[src/rtl/idx_pkg.sv]
package idx_pkg;
  localparam int BYTE_W = 8;
  localparam int REG_W  = 2 * BYTE_W;

  typedef enum logic [3:0] {
    OP_XL_BA   = 4'h0, OP_XL_IMM  = 4'h1, OP_XH_BA   = 4'h2,
    OP_YL_BA   = 4'h3, OP_YL_IMM  = 4'h4, OP_YH_BA   = 4'h5,
    OP_EXT_BA  = 4'h6, OP_EXT_IMM = 4'h7, OP_ADDX_BA = 4'h8,
    OP_ADDX_S8 = 4'h9, OP_ADDY_BA = 4'hA, OP_ADDY_S8 = 4'hB,
    OP_CMPX    = 4'hC, OP_CMPY    = 4'hD, OP_OTHER   = 4'hE,
    OP_OTHER2  = 4'hF
  } idxOp_e;

  typedef enum logic [1:0] {K_NONE, K_LOAD, K_ADD, K_CMP} kind_e;

  typedef struct packed {
    logic  act;     // valid cycle
    kind_e kind;
    logic  selY;    // 1: Y, 0: X
    logic  hiHalf;  // byte load goes to high half
    logic  srcImm;  // operand byte is the immediate
    logic  sgn;     // sign-extend immediate
    logic  wide;    // use {ext, imm}
    logic  wrExt;   // load extension byte
  } strobe_t;
endpackage

[src/rtl/idx_ctrl.sv]
module idx_ctrl
  import idx_pkg::*;
(
  input  logic       opValid,
  input  logic [3:0] opCode,
  input  logic       eFlag,
  output strobe_t    stb
);
  logic eligible;

  always_comb begin
    stb      = '0;
    stb.kind = K_NONE;
    eligible = 1'b0;
    stb.act  = opValid;
    case (idxOp_e'(opCode))
      OP_XL_BA:   stb.kind = K_LOAD;
      OP_XH_BA:   begin stb.kind = K_LOAD; stb.hiHalf = 1'b1; end
      OP_XL_IMM:  begin stb.kind = K_LOAD; stb.srcImm = 1'b1; eligible = 1'b1; end
      OP_YL_BA:   begin stb.kind = K_LOAD; stb.selY = 1'b1; end
      OP_YH_BA:   begin stb.kind = K_LOAD; stb.selY = 1'b1; stb.hiHalf = 1'b1; end
      OP_YL_IMM:  begin stb.kind = K_LOAD; stb.selY = 1'b1; stb.srcImm = 1'b1; eligible = 1'b1; end
      OP_EXT_BA:  stb.wrExt = 1'b1;
      OP_EXT_IMM: begin stb.wrExt = 1'b1; stb.srcImm = 1'b1; end
      OP_ADDX_BA: stb.kind = K_ADD;
      OP_ADDY_BA: begin stb.kind = K_ADD; stb.selY = 1'b1; end
      OP_ADDX_S8: begin stb.kind = K_ADD; stb.srcImm = 1'b1; stb.sgn = 1'b1; eligible = 1'b1; end
      OP_ADDY_S8: begin stb.kind = K_ADD; stb.selY = 1'b1; stb.srcImm = 1'b1; stb.sgn = 1'b1; eligible = 1'b1; end
      OP_CMPX:    begin stb.kind = K_CMP; stb.srcImm = 1'b1; eligible = 1'b1; end
      OP_CMPY:    begin stb.kind = K_CMP; stb.selY = 1'b1; stb.srcImm = 1'b1; eligible = 1'b1; end
      default:    stb.kind = K_NONE;
    endcase
    stb.wide = eligible & eFlag;
  end
endmodule

[src/rtl/idx_dpath.sv]
module idx_dpath
  import idx_pkg::*;
(
  input  logic                clk,
  input  logic                rstN,
  input  strobe_t             stb,
  input  logic [BYTE_W-1:0]   baVal,
  input  logic [BYTE_W-1:0]   immVal,
  output logic [REG_W-1:0]    xOut,
  output logic [REG_W-1:0]    yOut,
  output logic                cFlag,
  output logic                zFlag,
  output logic                eFlag
);
  logic [REG_W-1:0]  idxReg [2];
  logic [BYTE_W-1:0] extReg;
  logic [REG_W-1:0]  regCur, operand, loadVal, sumVal, newVal;
  logic [REG_W:0]    diffVal;
  logic [BYTE_W-1:0] srcByte;
  logic [REG_W-1:0]  wideImm;

  assign regCur  = stb.selY ? idxReg[1] : idxReg[0];
  assign srcByte = stb.srcImm ? immVal : baVal;
  assign wideImm = {extReg, immVal};

  always_comb begin
    if (stb.wide)
      operand = wideImm;
    else if (stb.srcImm && stb.sgn)
      operand = {{BYTE_W{immVal[BYTE_W-1]}}, immVal};
    else
      operand = {{BYTE_W{1'b0}}, srcByte};

    if (stb.wide)
      loadVal = wideImm;
    else if (stb.hiHalf)
      loadVal = {srcByte, regCur[BYTE_W-1:0]};
    else
      loadVal = {regCur[REG_W-1:BYTE_W], srcByte};

    sumVal  = regCur + operand;
    diffVal = {1'b0, regCur} - {1'b0, operand};
    newVal  = (stb.kind == K_ADD) ? sumVal : loadVal;
  end

  for (genvar g = 0; g < 2; g++) begin : gReg
    always_ff @(posedge clk) begin
      if (!rstN)
        idxReg[g] <= '0;
      else if (stb.act && (stb.selY == g[0]) &&
               (stb.kind == K_LOAD || stb.kind == K_ADD))
        idxReg[g] <= newVal;
    end
  end

  always_ff @(posedge clk) begin
    if (!rstN) begin
      extReg <= '0;
      eFlag  <= 1'b0;
      cFlag  <= 1'b0;
      zFlag  <= 1'b0;
    end else if (stb.act) begin
      eFlag <= stb.wrExt;
      if (stb.wrExt) extReg <= srcByte;
      if (stb.kind == K_ADD) zFlag <= (sumVal == '0);
      if (stb.kind == K_CMP) begin
        cFlag <= diffVal[REG_W];
        zFlag <= (diffVal[REG_W-1:0] == '0);
      end
    end
  end

  assign xOut = idxReg[0];
  assign yOut = idxReg[1];
endmodule

[src/rtl/idx_unit.sv]
module idx_unit
  import idx_pkg::*;
(
  input  logic              clk,
  input  logic              rstN,
  input  logic              opValid,
  input  logic [3:0]        opCode,
  input  logic [BYTE_W-1:0] baVal,
  input  logic [BYTE_W-1:0] immVal,
  output logic [REG_W-1:0]  xOut,
  output logic [REG_W-1:0]  yOut,
  output logic              cFlag,
  output logic              zFlag,
  output logic              eFlag
);
  strobe_t stb;

  idx_ctrl u_ctrl (
    .opValid(opValid), .opCode(opCode), .eFlag(eFlag), .stb(stb)
  );

  idx_dpath u_dpath (
    .clk(clk), .rstN(rstN), .stb(stb), .baVal(baVal), .immVal(immVal),
    .xOut(xOut), .yOut(yOut), .cFlag(cFlag), .zFlag(zFlag), .eFlag(eFlag)
  );
endmodule

[config.mk]
export PLATFORM = sky130hd
export DESIGN_NAME = idx_unit
export DESIGN_NICKNAME = d
export VERILOG_FILES = /design/src/rtl/idx_pkg.sv /design/src/rtl/idx_ctrl.sv /design/src/rtl/idx_dpath.sv /design/src/rtl/idx_unit.sv
export SDC_FILE = /design/constraint.sdc
export NUM_CORES = 1
export LEC_CHECK = 0
export CAP_MARGIN = 5
export CORE_ASPECT_RATIO = 2
export CORE_UTILIZATION = 57
export DETAILED_ROUTE_END_ITERATION = 8
export GPL_ROUTABILITY_DRIVEN = 0
export PLACE_DENSITY = 0.85
export SYNTH_ARGS = -nofsm -noshare
export SYNTH_HDL_FRONTEND = slang
export SYNTH_SLANG_ARGS = --single-unit
export TNS_END_PERCENT = 10
[constraint.sdc]
create_clock -name clk -period 4.7 [get_ports clk]
set_clock_uncertainty 0.2 [all_clocks]
set_input_delay 0.705 -clock clk [delete_from_list [all_inputs] [get_ports clk]]
set_output_delay 0.705 -clock clk [all_outputs]
set_load 0.05 [all_outputs]
==> Yosys cells after proc, flatten, opt, wreduce, memory -nomap -nowiden <==
Memory sizes are Yosys's and may differ from the RTL's.
Index checks and enable logic that the tools add are counted.
{ "totals": {"reg_bits": 11, "mem_count": 1, "output_inout_bits": 35, "ramBits": 32, "word_cells": 74, "inputBits": 23} }
{ "classes": {"reduce_logical": 22, "n_eq_ne": 16, "bitwise": 4, "n_addsub": 2, "muxes": 25} }
{ "memory_table": {"columns": ["memory", "depth", "width", "rd", "rd_clocked_by_memory_dff", "write_ports", "line", "rtl"], "rows": [
  ["u_dpath.idxReg", 2, 16, 2, 0, 2, "idx_dpath.sv:15", "logic [REG_W-1:0] idxReg [2];"]
]} }
{ "ops": {"columns": ["op", "count"], "rows": [
  ["two-way mux 16 bit", 8],
  ["zero test 16 bit", 2],
  ["== test 4 bit, second input constant", 6],
  ["OR reduction 6 bit", 3],
  ["subtractor 16 x 16 -> 17 bit", 1],
  ["adder 16 bit", 1],
  ["== test 4 x 3 -> 1 bit, second input constant", 4],
  ["two-way mux 1 bit", 15],
  ["== test 4 x 2 -> 1 bit, second input constant", 2],
  ["two-way mux 8 bit", 1],
  ["OR reduction 2 bit", 4],
  ["OR reduction 7 bit", 1],
  ["case mux 2 bit (3 select lines)", 1],
  ["AND reduction 2 bit", 3],
  ["logical AND 1 bit", 5],
  ["== test 2 bit, second input constant", 2],
  ["== test 4 x 1 -> 1 bit, second input constant", 1],
  ["zero test 4 bit", 1],
  ["OR reduction 4 bit", 1],
  ["== test 2 x 1 -> 1 bit, second input constant", 1],
  ["OR 1 bit", 2],
  ["nonzero test 2 bit", 1],
  ["AND 1 bit", 1],
  ["logical OR 1 bit", 1],
  ["inverter 1 bit", 1]
]} }

==> Depth between registers and ports, before layout <==
{ "depth": {"word_depth": 10, "mapped_depth": 18, "mapped_depth_nobuf": 16} }

==> By module <==
Synthesis repeated with hierarchy kept, for this count alone.
{ "unflattened": {"cells_unflattened": 561, "hier_area_um2": 4570.6} }
{ "modules_own_cells": {"columns": ["module", "instances", "area_each_um2", "cells_per_inst", "seq_area_each_um2"], "rows": [
  ["idx_dpath", 1, 4394.2, 538, 1181.1],
  ["idx_ctrl", 1, 176.4, 23, 0.0]
]} }

==> Least setup slack after synthesis <==
Ideal clock, no wire load.
{ "synth_path": {"kind": "input to register", "startpoint": "input port opCode[2]", "endpoint": "memory u_dpath.idxReg[0][15] (netlist bit), data pin", "setup_time_ps": 261, "slack_ps": 359, "arrival_ps": 3879, "required_ps": 4239, "cell_stages": 16, "path_buffers": 4, "path_cell_list": "buf_2 or2b_1 o22ai_1 buf_4 buf_2 mux2_2 ha_1 buf_2 inv_1 nor4_2 o311ai_0 a21oi_1 mux2i_1 o21ai_0 o21a_1 nor2b_1"} }
{ "synth_lines": {"columns": ["element", "line", "rtl"], "rows": [
  ["start, declared", "idx_unit.sv:7", "input logic [3:0] opCode,"],
  ["end, declared", "idx_dpath.sv:15", null]
]} }

==> Worst setup path in the final report <==
{ "layout_path": {"startpoint": "input port opCode[1]", "endpoint": "register u_dpath.zFlag"} }
{ "layout_between": {"elab_chain_len": 10, "word_cells_on_any_way": 41, "cone_classes": "2 x add/sub; 14 x eq/ne; 11 x mux; 1 x bitwise; 13 x reduce/logical"} }
{ "layout_lines": {"columns": ["element", "line", "rtl"], "rows": [
  ["== test 4 x 3 -> 1 bit, or another cell as far along", "idx_ctrl.sv:16", "case (idxOp_e'(opCode))"],
  ["OR reduction 7 bit (no source line) / OR reduction 2 bit (equally long branches)", null, null],
  ["two-way mux 1 bit", "idx_ctrl.sv:16", null],
  ["two-way mux 8 bit / logical AND 1 bit (equally long branches)", "idx_dpath.sv:23, idx_dpath.sv:29", null],
  ["two-way mux 16 bit", "idx_dpath.sv:29", "else if (stb.srcImm && stb.sgn)"],
  ["two-way mux 16 bit", "idx_dpath.sv:27", "if (stb.wide)"],
  ["adder 16 bit", "idx_dpath.sv:41", "sumVal = regCur + operand;"],
  ["zero test 16 bit", "idx_dpath.sv:65", "if (stb.kind == K_ADD) zFlag <= (sumVal == '0);"],
  ["two-way mux 1 bit", "idx_dpath.sv:65", null],
  ["two-way mux 1 bit", "idx_dpath.sv:66", "if (stb.kind == K_CMP) begin"],
  ["end signal, assigned", "idx_dpath.sv:65", null],
  ["end signal, assigned", "idx_dpath.sv:68", "zFlag <= (diffVal[REG_W-1:0] == '0);"],
  ["end, declared", "idx_dpath.sv:12", "output logic zFlag,"]
]} }
Parallel ways exist; a longest one is shown, timed or not. The select of a mux whose other input is x is not followed.
A chain may end at the register's enable or synchronous reset.

==> metrics.md <==
| Metric | Value |
|---|---|
| H-tree Lvls | 2 |
| Setup ws final | -110.8 ps |
| Clock Pin Slew Worst Setup and Hold Paths | ~70 ps |
| DR DRC count | 0 |
| Initial drt markers | 831 |
| IO Pins | 58 |
| Failing checks | setup timing |
| Final setup TNS | -164.9 ps |
| CTS Root Buffer Type | clkbuf_16 |
| Worst-margin pin slew | 767.8 ps |
| Area growth syn-to-layout | 36.91% |
| Cts bufs inserted | 5 |
| Count of input and output buffers | 57 |
| Post-CTS Hold Buffers | 0 |
| Synthesized-area fraction occupied by adder cells | 10.91% |
| HP Class | reg2reg |
| Status | finished, violations left |
| Asr flop ratio synth | 0% |
| Wire length per cell | 24.78 um |
| Worst-path fanout max | 4 |
| Crit start category | input port |
| Final worst path period need | 4811 ps |
| Grt ovf | 0 |
| Dpl hpwl | 11.94 mm |
| Ranking of synthesized cells by area | edfxtp_1 23%, ha_1 10%, nor2_1 6.5% |
| P_leak | 2.510 nW |
| CTS tree | yes |
| Yosys top cell by area | edfxtp_1 |
| Gr usage total | a little under half |
| Die X | 63.19 um |
| Yosys cell types | 64 |
| Setup violators final | 5 |
| Flops & latches, synth | 43 |
| Worst VDD drop | approximately 0.39 mV |
| R2R depth | 13 |
| Hold path cells | 2 |
| Core Box Area | 0.007267 mm^2 |
| Final Cell Area | 0.005843 mm^2 |
| Router iterations before antenna repair | 6 |
| Final WL | 18.27 mm |
| Max Slew Vio Count | 0 |
| Period utilisation layout | 102.4% |
| Vias in the first global route | ~5200 |
| Critical Path AT | 4840 ps |
| Cell area after synthesis | 0.004268 mm^2 |
| Worst-Skew Late Latency | 310 ps |
| Post-place instance area | 0.005512 mm^2 |
| Clock Tree Buf Depth | 2 |
| ANT cells | 0 |
| Post-synthesis simple-gate area fraction | 19.09% |
| Post-synth EDFFs | 32 |
| Pin count of the biggest net entering global routing | 26 |
| Post-synthesis mux area share | 11.40% |
| Power per cell area | 304.3 mW/mm^2 |
| Syn Inst Count | approximately 510 |
| Max_slew headroom | about half |
| Overall via count from detail_route | ~5000 |
| Die Area | 0.007858 mm^2 |
| Fmax | 207.9 MHz |
| Initial Util | 58.73% |
| Total of max-cap violations | 0 |
| Yosys warns | 0 |
| Syn nets | 572 |
| Clk sink count | 43 |
| Crit. End Element | register |
| Post-synthesis xor/xnor area fraction | between 2 and 2.5% |
| Post-DRT Antenna Nets | 0 |
| Main combinational cell family by area after synthesis | compound AO/OA/AOI/OAI gates |
| Global-route wire length before repair | 27.04 mm |
| Crit Path Class | in2reg |
| Antenna violations before repair | 0 |
| CP required | 4730 ps |
| Fillers | 389 |
| Yosys top cell area share | 22.52% |
| Synth Area in Compound Gates | 21.84% |
| Row cnt | 44 |
| Die Ht | around 120 um |
| RSZ-0062 raised after global routing | yes |
| Post-synth top flop | edfxtp_1 |
| Final cell count without fillers | 737 |
| Syn_area_per_cell | about 8.3 um^2 |
| Final hold violations | 0 |
| Layout cells sized above 1 | 24.03% |
| Sequential-to-total area share from yosys stat | 27.68% |
| DP Cell Count | 723 |
| Vias per inst | 6.886 |
| Nets | roughly 700 |
==> cell families (layout without fill, tap and decap cells) <==
family	after synthesis	in the layout
AND/OR/NAND/NOR	169	169
AO/OA/AOI/OAI	137	137
buffers and inverters	70	202
multiplexers	46	46
flip-flops	43	43
adder cells (fa/ha/maj)	36	36
XOR/XNOR	12	12
==> stage by stage <==
| stage | power [mW] | utilization, % | setup WS (ps) | hold slack [ps] |
|---|---|---|---|---|
| global route | 1.829 | 80.41 | -192.4 | 354.1 |
| detailed placement | 1.296 | 75.84 | -664.4 | 308.8 |
| floorplan | 0.9685 | - | 359.4 | 288.0 |
| finish | 1.778 | 80.41 | -110.8 | 330.3 |
| CTS | 1.695 | 78.94 | -71.25 | 325.8 |
| global placement | 1.264 | 75.84 | -537.7 | 300.5 |
==> where the power goes <==
| part | internal (mW) | total, mW | switching [mW] |
|---|---|---|---|
| sequential | 0.435 | 0.453 | 0.0176 |
| combinational | 0.387 | 0.945 | 0.559 |
| clock | 0.213 | 0.380 | 0.167 |
==> cell usage in the layout, fill, tap and decap left out, types with 18 or more instances in the layout <==
master and n:
nand2_1 22, nor2_1 73, buf_4 90, edfxtp_1 32
a21oi_1 38, mux2_2 21, inv_1 42, ha_1 34
mux2i_1 20, clkdlybuf4s50_1 53, o21ai_0 18
==> layout make-up <==
type / instances / area, um^2 / area share (%)
tap: 92 / 115.1 / 1.970
timing repair buffer: 150 / 1291 / 22.10
inverter: 44 / 165.2 / 2.827
clock inverter: 2 / 16.27 / 0.2784
multi-input combinational: 400 / 2935 / 50.24
clock buffer: 6 / 138.9 / 2.377
sequential: 43 / 1181 / 20.21
==> critical path: stages <==
cell           delay [ps]
dlygate4sd2_1         270
or2b_1                230
a21oi_2               100
a311oi_4              290
buf_6                 190
buf_6                 130
mux2i_2               260
inv_1                 100
ha_1                  220
inv_1                  90
fa_1                  240
nor2b_1                90
o31a_1                340
o31ai_2               380
nand3_1               190
a211o_1               320
a2111oi_2             440
a21oi_1               140
o31ai_1                80
==> layer usage <==
metal / global-route usage (%) / up-vias / wire [um] / part of all wire, %
met5: 0 / - / 0 / 0
met4: 38.77 / 0 / 1974 / 11
met3: 11.72 / 166 / 1735 / 9.5
met2: 76.66 / 469 / 8694 / 48
met1: 45.67 / 2333 / 5862 / 32
li1: - / 2107 / - / -
==> synth_stat cells (9+ instances only) <==
library cell	instances
a211oi_1	14
a21oi_1	40
buf_2	9
clkbuf_1	14
dfxtp_1	11
edfxtp_1	32
ha_1	34
inv_1	42
mux2_2	21
mux2i_1	25
nand2_1	22
nand3_1	9
nor2_1	74
nor2b_1	11
o21a_1	10
o21ai_0	22
==> path summary, 6_finish.rpt <==
path	startpoint	end	slack, ps
worst max-delay path	opCode[1]	u_dpath.zFlag	-110
worst min-delay path	u_dpath.extReg[1]	u_dpath.extReg[1]	330
worst max register to register	u_dpath.eFlag	u_dpath.zFlag	1040
worst min register to register	u_dpath.extReg[1]	u_dpath.extReg[1]	330
==> flip-flops by register name (all words and copies together), names as in the netlist <==
name            flops
u_dpath.cFlag       1
u_dpath.idxReg     32
u_dpath.zFlag       1
u_dpath.extReg      8
u_dpath.eFlag       1
==> repair_timing <==
item | CTS | global route
setup buffers | 1 | 5
gates resized for setup | 19 | 15
pin swaps | 3 | 8
setup endpoints to repair | 14 | 18
No activity file was read; power rests on OpenSTA's default activity.
